==> src/rtl/adc_emu_pkg.sv <==
package adc_emu_pkg;

    typedef enum logic [1:0] {
        ST_IDLE  = 2'd0,
        ST_CONV  = 2'd1,
        ST_SHIFT = 2'd2
    } conv_state_t;

    // Asynchronous pins grouped for the synchronizer bank
    typedef struct packed {
        logic shdn_n;
        logic sclk;
        logic cs_n;
    } pin_set_t;

    // Idle levels of the pins: powered up, clock low, deselected
    localparam pin_set_t PIN_IDLE = '{shdn_n: 1'b1, sclk: 1'b0, cs_n: 1'b1};

    // Bits needed to hold values 0..n
    function automatic int unsigned cnt_w(input int unsigned n);
        return (n < 2) ? 1 : $clog2(n + 1);
    endfunction

    function automatic int unsigned max2(input int unsigned a, input int unsigned b);
        return (a > b) ? a : b;
    endfunction

endpackage

==> src/rtl/adc_emu_sync.sv <==
module adc_emu_sync #(
    parameter int unsigned W      = 3,
    parameter int unsigned STAGES = 2,
    parameter logic [W-1:0] INIT  = '1
) (
    input  logic         clk,
    input  logic         rst,
    input  logic [W-1:0] async_i,
    output logic [W-1:0] level_o
);

    logic [W-1:0] chain_q [STAGES];

    for (genvar s = 0; s < STAGES; s++) begin : g_stage
        if (s == 0) begin : g_first
            always_ff @(posedge clk) begin
                if (rst) chain_q[s] <= INIT;
                else     chain_q[s] <= async_i;
            end
        end else begin : g_next
            always_ff @(posedge clk) begin
                if (rst) chain_q[s] <= INIT;
                else     chain_q[s] <= chain_q[s-1];
            end
        end
    end

    assign level_o = chain_q[STAGES-1];

endmodule

==> src/rtl/adc_emu_guard.sv <==
module adc_emu_guard
    import adc_emu_pkg::*;
#(
    parameter int unsigned CSH_CYC  = 50,
    parameter int unsigned ACQ_CYC  = 150,
    parameter int unsigned WAKE_CYC = 200
) (
    input  logic clk,
    input  logic rst,
    input  logic cs_lvl,      // synchronized select, 1 = deselected
    input  logic shdn_lvl,    // synchronized power-down, 0 = asleep
    input  logic abort_evt,   // conversion cut short this cycle
    input  logic start_evt,   // conversion accepted this cycle
    output logic permit_o
);

    localparam int unsigned GATE_MAX = max2(CSH_CYC, ACQ_CYC);
    localparam int unsigned HW       = cnt_w(GATE_MAX);
    localparam int unsigned WW       = cnt_w(WAKE_CYC);

    logic [HW-1:0] hi_cnt_q;
    logic [WW-1:0] wake_cnt_q;
    logic          aborted_q;
    logic [HW-1:0] need_hi;

    // Consecutive cycles of deselect, saturating
    always_ff @(posedge clk) begin
        if (rst)                           hi_cnt_q <= '0;
        else if (!cs_lvl)                  hi_cnt_q <= '0;
        else if (hi_cnt_q != HW'(GATE_MAX)) hi_cnt_q <= hi_cnt_q + 1'b1;
    end

    // Cycles since power-down release, saturating; starts awake
    always_ff @(posedge clk) begin
        if (rst)                             wake_cnt_q <= WW'(WAKE_CYC);
        else if (!shdn_lvl)                  wake_cnt_q <= '0;
        else if (wake_cnt_q != WW'(WAKE_CYC)) wake_cnt_q <= wake_cnt_q + 1'b1;
    end

    // An abort raises the deselect requirement until the next start
    always_ff @(posedge clk) begin
        if (rst)            aborted_q <= 1'b0;
        else if (abort_evt) aborted_q <= 1'b1;
        else if (start_evt) aborted_q <= 1'b0;
    end

    assign need_hi  = aborted_q ? HW'(ACQ_CYC) : HW'(CSH_CYC);
    assign permit_o = shdn_lvl && (hi_cnt_q >= need_hi) && (wake_cnt_q >= WW'(WAKE_CYC));

endmodule

==> src/rtl/adc_emu_shifter.sv <==
module adc_emu_shifter #(
    parameter int unsigned DATA_W = 12
) (
    input  logic              clk,
    input  logic              rst,
    input  logic              load_i,
    input  logic [DATA_W-1:0] load_val_i,
    input  logic              shift_i,
    output logic              bit_o
);

    // Marker bit on top of the data word; zeros enter from below
    logic [DATA_W:0] frame_q;

    always_ff @(posedge clk) begin
        if (rst)          frame_q <= '0;
        else if (load_i)  frame_q <= {1'b1, load_val_i};
        else if (shift_i) frame_q <= {frame_q[DATA_W-1:0], 1'b0};
    end

    assign bit_o = frame_q[DATA_W];

endmodule

==> src/rtl/serial_adc_emu.sv <==
module serial_adc_emu
    import adc_emu_pkg::*;
#(
    parameter int unsigned DATA_W      = 12,
    parameter int unsigned CONV_CYC    = 850,
    parameter int unsigned CSH_CYC     = 50,
    parameter int unsigned ACQ_CYC     = 150,
    parameter int unsigned WAKE_CYC    = 200,
    parameter int unsigned SYNC_STAGES = 2
) (
    input  logic              clk,
    input  logic              rst,
    input  logic              cs_n_i,
    input  logic              sclk_i,
    input  logic              shdn_n_i,
    input  logic [DATA_W-1:0] sample_i,
    output logic              dout_o,
    output logic              dout_oe_o,
    output logic              proto_err_o
);

    localparam int unsigned PW = $bits(pin_set_t);
    localparam int unsigned CW = cnt_w(CONV_CYC);

    pin_set_t     pins_raw, pins_s;
    logic         cs_lvl, sclk_lvl, shdn_lvl;
    logic         cs_prev_q, sclk_prev_q;
    logic         cs_fall, sclk_rise, sclk_fall;
    logic         permit, start_ok, conv_done, abort_evt, stop_evt;
    conv_state_t  state_q, state_d;
    logic [CW-1:0] conv_cnt_q;
    logic         err_q;
    logic         frame_bit;

    assign pins_raw = '{shdn_n: shdn_n_i, sclk: sclk_i, cs_n: cs_n_i};

    adc_emu_sync #(
        .W      (PW),
        .STAGES (SYNC_STAGES),
        .INIT   (PIN_IDLE)
    ) i_sync (
        .clk     (clk),
        .rst     (rst),
        .async_i (pins_raw),
        .level_o (pins_s)
    );

    assign cs_lvl   = pins_s.cs_n;
    assign sclk_lvl = pins_s.sclk;
    assign shdn_lvl = pins_s.shdn_n;

    always_ff @(posedge clk) begin
        if (rst) begin
            cs_prev_q   <= PIN_IDLE.cs_n;
            sclk_prev_q <= PIN_IDLE.sclk;
        end else begin
            cs_prev_q   <= cs_lvl;
            sclk_prev_q <= sclk_lvl;
        end
    end

    assign cs_fall   = cs_prev_q && !cs_lvl;
    assign sclk_rise = !sclk_prev_q && sclk_lvl;
    assign sclk_fall = sclk_prev_q && !sclk_lvl;

    adc_emu_guard #(
        .CSH_CYC  (CSH_CYC),
        .ACQ_CYC  (ACQ_CYC),
        .WAKE_CYC (WAKE_CYC)
    ) i_guard (
        .clk       (clk),
        .rst       (rst),
        .cs_lvl    (cs_lvl),
        .shdn_lvl  (shdn_lvl),
        .abort_evt (abort_evt),
        .start_evt (start_ok),
        .permit_o  (permit)
    );

    assign start_ok  = (state_q == ST_IDLE) && cs_fall && permit;
    assign stop_evt  = cs_lvl || !shdn_lvl;
    assign abort_evt = (state_q == ST_CONV) && cs_lvl;
    assign conv_done = (conv_cnt_q == CW'(CONV_CYC - 1));

    always_comb begin
        state_d = state_q;
        unique case (state_q)
            ST_IDLE:  if (start_ok) state_d = ST_CONV;
            ST_CONV: begin
                if (stop_evt)       state_d = ST_IDLE;
                else if (conv_done) state_d = ST_SHIFT;
            end
            ST_SHIFT: if (stop_evt) state_d = ST_IDLE;
            default:  state_d = ST_IDLE;
        endcase
    end

    always_ff @(posedge clk) begin
        if (rst) state_q <= ST_IDLE;
        else     state_q <= state_d;
    end

    always_ff @(posedge clk) begin
        if (rst)                    conv_cnt_q <= '0;
        else if (state_q != ST_CONV) conv_cnt_q <= '0;
        else if (!conv_done)        conv_cnt_q <= conv_cnt_q + 1'b1;
    end

    // Serial clock activity while busy is a host error
    always_ff @(posedge clk) begin
        if (rst)                                             err_q <= 1'b0;
        else if (start_ok)                                   err_q <= 1'b0;
        else if (state_q == ST_CONV && (sclk_rise || sclk_fall)) err_q <= 1'b1;
    end

    adc_emu_shifter #(
        .DATA_W (DATA_W)
    ) i_shift (
        .clk        (clk),
        .rst        (rst),
        .load_i     (start_ok),
        .load_val_i (sample_i),
        .shift_i    ((state_q == ST_SHIFT) && sclk_fall),
        .bit_o      (frame_bit)
    );

    assign dout_oe_o   = (state_q != ST_IDLE);
    assign dout_o      = (state_q == ST_SHIFT) ? frame_bit : 1'b0;
    assign proto_err_o = err_q;

endmodule

==> config.mk <==
export PLATFORM = sky130hd
export DESIGN_NAME = serial_adc_emu
export DESIGN_NICKNAME = d
export VERILOG_FILES = /design/src/rtl/adc_emu_pkg.sv /design/src/rtl/adc_emu_sync.sv /design/src/rtl/adc_emu_guard.sv /design/src/rtl/adc_emu_shifter.sv /design/src/rtl/serial_adc_emu.sv
export SDC_FILE = /design/constraint.sdc
export NUM_CORES = 1
export LEC_CHECK = 0
export BUFFER_PORTS_ARGS = -buffer_cell sky130_fd_sc_hd__clkbuf_2
export CAP_MARGIN = 15
export CORE_MARGIN = 2
export CORE_UTILIZATION = 50
export DETAILED_ROUTE_END_ITERATION = 8
export PLACE_DENSITY = 0.77
export SYNTH_ARGS = -nofsm -noshare
export SYNTH_HDL_FRONTEND = slang
export SYNTH_SLANG_ARGS = --single-unit
==> constraint.sdc <==
create_clock -name clk -period 1.87 [get_ports clk]
set_input_delay 0.374 -clock clk [delete_from_list [all_inputs] [get_ports clk]]
set_output_delay 0.374 -clock clk [all_outputs]
set_load 0.01 [all_outputs]
======== Word-level counts from Yosys, hierarchy flattened ========
Memory sizes are Yosys's and may differ from the RTL's.
Index checks and enable logic that the tools add are counted.
cells by class
  multiplexer cells ....................... 18
  equal/unequal tests ..................... 10
  bitwise operators ....................... 4
  reduce and logical (&&, ||, !) cells .... 25
  $add $sub $neg .......................... 3
  $lt $le $gt $ge ......................... 2
operator list
  cell                                                              count
  13-bit two-way mux                                                2
  8-bit two-way mux                                                 3
  8-bit by 1-bit adder with 8-bit output (second input constant)    2
  8-bit != test (second input constant)                             2
  10-bit by 1-bit adder with 10-bit output (second input constant)  1
  10-bit == test (second input constant)                            1
  1-bit logical AND                                                 10
  8-bit >= comparator                                               1
  8-bit >= comparator (second input constant)                       1
  2-bit two-way mux                                                 4
  2-bit OR reduction                                                4
  1-bit two-way mux                                                 6
  3-bit two-way mux                                                 2
  2-bit by 1-bit != test with 1-bit output (second input constant)  3
  2-bit case mux with 3 select lines                                1
  2-bit nonzero test                                                3
  1-bit zero test                                                   4
  3-bit != test (second input constant)                             1
  3-bit AND reduction                                               1
  2-bit by 1-bit == test with 1-bit output (second input constant)  1
  2-bit == test (second input constant)                             1
  2-bit zero test                                                   1
  1-bit logical OR                                                  2
  2-bit != test (second input constant)                             1
  2 further kinds                                                   4
word-level totals
  RAM bits ................................ 6
  output and inout port bits .............. 3
  memories ................................ 1
  flip-flop bits (word level) ............. 45
  word-level logic and storage cells ...... 73
  input bits .............................. 17
memories
  memory          words  bits a word  rd ports  clocked after Yosys merged registers in  write ports  RTL line            source
  i_sync.chain_q  2      3            2         0                                        2            adc_emu_sync.sv:12  logic [W-1:0] chain_q [STAGES];

======== Longest topological paths before layout ========
  depth in word-level cells ............... 7
  mapped depth ............................ 7
  mapped depth without buffers ............ 6

======== Cells and area by module ========
Synthesis repeated with hierarchy kept, for this count alone.
second synthesis, totals
  cells, all modules ...................... 256
  area total of the unflattened synthesis .. 2446.1 µm²
modules (own cells, without submodules)
  module           cells each  area each (µm²)  times used
  adc_emu_guard    105         905.9            1
  serial_adc_emu   83          754.5            1
  adc_emu_shifter  56          628.1            1
  adc_emu_sync     12          157.7            1

======== Least setup slack after synthesis ========
Ideal clock, no wire load.
  kind .................................... flip-flop to flip-flop
  from .................................... register i_guard.hi_cnt_q[0]
  to ...................................... register i_shift.frame_q[10]
  setup slack ............................. 0.123 ns
  cell stages (with the launch flop) ...... 8
  period minus slack after synthesis ...... 1.747 ns
  arrival ................................. 1.625 ns
  data required time ...................... 1.749 ns
  cell sequence ........................... dfxtp_1 > inv_1 > ha_1 > o21ai_0 > a21oi_1 > o31a_4 > buf_12 > mux2_4
on the way
  longest elaborated chain between the ends .. 5
  elaborated cells between the ends (all ways) .. 6
  those cells by class .................... order compare: 1; mux: 1; reduce/logical: 4
RTL lines
  what                                                             RTL line               source
  start, declared                                                  adc_emu_guard.sv:21    logic [HW-1:0] hi_cnt_q;
  start signal, assigned                                           adc_emu_guard.sv:30    else if (hi_cnt_q != HW'(GATE_MAX)) hi_cnt_q <= hi_cnt_q + 1'b1;
  8-bit >= comparator (*)                                          adc_emu_guard.sv:48    assign permit_o = shdn_lvl && (hi_cnt_q >= need_hi) && (wake_cnt_q >= WW'(WAKE_CYC));
  1-bit logical AND (*) (2 in series)                              adc_emu_guard.sv:48
  1-bit logical AND (*)                                            serial_adc_emu.sv:80   assign start_ok = (state_q == ST_IDLE) && cs_fall && permit;
  13-bit two-way mux / 2-bit nonzero test (equally long branches)  -
  end signal, assigned                                             adc_emu_shifter.sv:17  else if (load_i) frame_q <= {1'b1, load_val_i};
  end signal, assigned                                             adc_emu_shifter.sv:18  else if (shift_i) frame_q <= {frame_q[DATA_W-1:0], 1'b0};
  end, declared                                                    adc_emu_shifter.sv:13  logic [DATA_W:0] frame_q;
Every way passes the cells marked *; elsewhere a longest branch is shown, timed or not.
A chain may end at the register's enable or synchronous reset.

======== Worst setup path in the final report ========
  from .................................... register i_guard.aborted_q
  to ...................................... register i_shift.frame_q[6]
on the way
  longest elaborated chain between the ends .. 6
  elaborated cells between the ends (all ways) .. 7
  those cells by class .................... order compare: 1; mux: 2; reduce/logical: 4
RTL lines
  what                                                             RTL line              source
  start, declared                                                  adc_emu_guard.sv:23   logic aborted_q;
  start signal, assigned                                           adc_emu_guard.sv:42   if (rst) aborted_q <= 1'b0;
  start signal, assigned                                           adc_emu_guard.sv:43   else if (abort_evt) aborted_q <= 1'b1;
  start signal, assigned                                           adc_emu_guard.sv:44   else if (start_evt) aborted_q <= 1'b0;
  8-bit two-way mux (*)                                            adc_emu_guard.sv:47   assign need_hi = aborted_q ? HW'(ACQ_CYC) : HW'(CSH_CYC);
  8-bit >= comparator (*)                                          adc_emu_guard.sv:48
  1-bit logical AND (*) (2 in series)                              adc_emu_guard.sv:48
  1-bit logical AND (*)                                            serial_adc_emu.sv:80
  13-bit two-way mux / 2-bit nonzero test (equally long branches)  -
Marked as above.

==> out/qor.yml <==
critical_path:
  cp-end-kind: "flop"
  worstReg2RegStart: "i_guard.aborted_q$_SDFFE_PP0P_"
  cp_max_fo: 7
  path_buf_inv: 1
  worstPathArrival_ns: 1.99
  worstRegToRegCells: 6
  r2r_slack_ns: 0.08
  critical_path_cell_count: 6
  timing_worst_setup_path_type: "flop to flop"
  slowest_stage: "dfxtp_1"
  critical_path.top_delay_family: "compound AO/OA/AOI/OAI gates"
  crit_path_max_incr_delay_ns: 0.35
  reg2reg_to: "i_shift.frame_q[6]$_SDFFE_PP0P_"
  crit_path_start_kind: "flop"
  crit_chain: "inv_1 > ha_1 > nand4b_1 > a21oi_2 > o31a_2 > mux2_4"
  cp.required_ns: 2.07
finish:
  drive_gt1_share_pct: 20.5
  area.sequential_mm2: 0.00102
  final_util_pct: 57.3
  areaGrowthSynthToFinish_pct: 11.2
  n_antenna_cell: 0
  nNetsFinal: 304
  fill_cells: 431
  multiInputGateArea_mm2: 0.00133
detailed_routing:
  vias: 1740
  routed_wl_um: 4120
  vias_per_cell: 5.24
  drt_iter0_markers: 73
  drc: 0
  ant_nets: 0
  first_pass_iters: 4
  wire_per_inst_um: 12.4
logic_synthesis:
  syn_avg_cell_area_um2: 9.63
  yosysTopAreaCell: "dfxtp_1"
  synth.distinct_cells: 40
  ys_seq_area_share_pct: 42.2
  ys_ff_latch: 51
  ys_warn_count: 0
  synthCells: 251
  synthTopCellsByArea: "dfxtp_1 (42%), mux2i_1 (5.8%), nor2_1 (5.7%)"
  netlist_area_mm2: 0.00242
  synth_top_area_share_pct: 42.2
  synth_ff_type: "dfxtp_1"
  synth_most_common_cell: "dfxtp_1"
  async_reset_ff_share_pct: 0
  synth_edf_count: 0
  synth_nets: 278
  synth_common_cells: "dfxtp_1 (51), nor2_1 (37), mux2i_1 (14)"
power_and_ir_drop:
  switching_share_pct: 25.1
  intPower_mw: 1.49
  irDropWorstVdd_v: 0.000449
  pwr-share-clk_pct: 32.1
  p_leak_nw: 1.12
  pwr-share-seq_pct: 58.2
  comb_power_share_pct: 9.6
  p_sw_uw: 498
  p_per_area_mw_per_mm2: 739
  total_power_mw: 1.99
cts:
  htree_levels: 2
  clk_pin_slew_ns: 0.10
  cts_tree: "built"
  cts_buffers: 5
  post_cts_buffers: 0
  cts_buffer_depth: 2
  cts.sinks: 51
  insertion_delay_ns: 0.30
  root_buffer: "clkbuf_8"
timing:
  finalClockSkew_ns: 0.00900
  hold_viol_final: 0
  min_period_ns: 1.79
  worst_pin_slew_ns: 0.337
  finalCritPeriodShare_pct: 95.8
  slew_headroom_pct: 77.3
  fin_setup_tns_ns: 0
  final-setup-viol-count: 0
  slew_viol_final: 0
  max_freq_mhz: 558
die:
  io_pins: 20
  die_w_um: 73.5
  die_y_um: 73.5
  core_area_mm2: 0.00469
  start_util_pct: 51.5
  core.rowCount: 25
  die_area_mm2: 0.00541
grt:
  grt_pass1_vias: 1667
  grt_remaining_overflow: 0
  grt_pass1_wl_um: 7120
  grt_max_degree: 20
  track_usage_pct: 16.7
  antenna_found_initial: 0
hold_path:
  min_path_type: "input port to flop"
  hold_end: "i_sync.chain_q[0][2]$_SDFF_PP1_"
  min_path_cells: 2
  min_from: "shdn_n_i"
outcome:
  outcome: "completed"
place:
  gp_congestion: 0.783
  port_buffers: 19
  dp_hpwl_um: 2970
run:
  drv_cap: 0
-- worst max path at each step --
stage                                      from                          endpoint  slack (ns)
3_5_place_dp     i_guard.aborted_q$_SDFFE_PP0P_   i_shift.frame_q[3]$_SDFFE_PP0P_        0.05
3_3_place_gp     i_guard.aborted_q$_SDFFE_PP0P_   i_shift.frame_q[4]$_SDFFE_PP0P_        0.12
5_1_grt          i_guard.aborted_q$_SDFFE_PP0P_   i_shift.frame_q[8]$_SDFFE_PP0P_      -0.005
4_1_cts          i_guard.aborted_q$_SDFFE_PP0P_   i_shift.frame_q[1]$_SDFFE_PP0P_        0.03
6_report         i_guard.aborted_q$_SDFFE_PP0P_   i_shift.frame_q[6]$_SDFFE_PP0P_        0.08
2_1_floorplan  i_guard.hi_cnt_q[0]$_SDFFE_PP0P_  i_shift.frame_q[10]$_SDFFE_PP0P_        0.12
-- layer usage --
layer / share of wire (%) / vias up / global-route usage (%)
li1: - / 902 / -
met1: 48 / 808 / 20.2
met2: 48 / 23 / 28.8
met3: 2.6 / 7 / 3.70
met4: 1.6 / 0 / 6.67
met5: 0 / - / 0
-- stage by stage --
stage	hold WS, ns	instance area (um2)	setup WS [ns]	cells
global placement	0.391	2580	0.118	323
global route	0.227	2690	-0.00456	332
finish	0.245	2690	0.0782	332
floorplan	0.389	2420	0.123	251
detailed placement	0.399	2580	0.0475	323
CTS	0.241	2670	0.0296	331
-- area by class of cell --
type                       count  share of cell area (%)
clock buffer                   5                    2.56
clock inverter                 3                   0.885
inverter                       9                    1.26
multi-input combinational    185                    49.6
sequential                    51                    38.0
tap                           54                    2.51
timing repair buffer          25                    5.21
-- state kept, by name (all words and copies together), names as in the netlist --
| register | cells |
|---|---|
| i_sync.chain_q | 6 |
| proto_err_o | 1 |
| conv_cnt_q | 10 |
| cs_prev_q | 1 |
| i_shift.frame_q | 13 |
| i_guard.hi_cnt_q | 8 |
| state_q | 2 |
| i_guard.wake_cnt_q | 8 |
| i_guard.aborted_q | 1 |
| sclk_prev_q | 1 |
-- cell usage in the layout (no fill, tap or decap), drive strengths merged, types with 5 or more instances in the layout --
cell type   n
nand2       5
inv        10
mux2i      14
ha         10
xnor2      11
nand2b      6
nor2       37
nand3      12
mux2       11
a21oi       7
and3        5
dfxtp      51
buf         6
or2         9
clkbuf     24
nor3        5
xor2        9
nor2b      13
-- repair_timing --
item	4_1_cts	5_1_grt
hold buffers	0	0
gates resized for setup	0	2
setup endpoints to repair	0	11
-- worst reg2reg max path: stages (launching register included) --
cell      delay (ns)
dfxtp_1         0.35
inv_1           0.08
ha_1            0.31
nand4b_1        0.12
a21oi_2         0.21
o31a_2          0.31
mux2_4          0.32
-- kinds of logic after synthesis --
family / synth area share (%)
compound gates: 5.33
xor+xnor: 7.25
fa+ha+maj: 5.18
buf+inv: 3.21
flops: 42.2
mux: 12.0
simple gates: 24.8
-- power by group through the flow --
stage	combinational [mW]	sequential, mW	clock [mW]
global placement	0.184	1.18	0
CTS	0.193	1.16	0.656
floorplan	0.144	1.17	0
finish	0.191	1.16	0.638
detailed placement	0.194	1.18	0
global route	0.224	1.16	0.723
(Power assumes the default switching activity.)
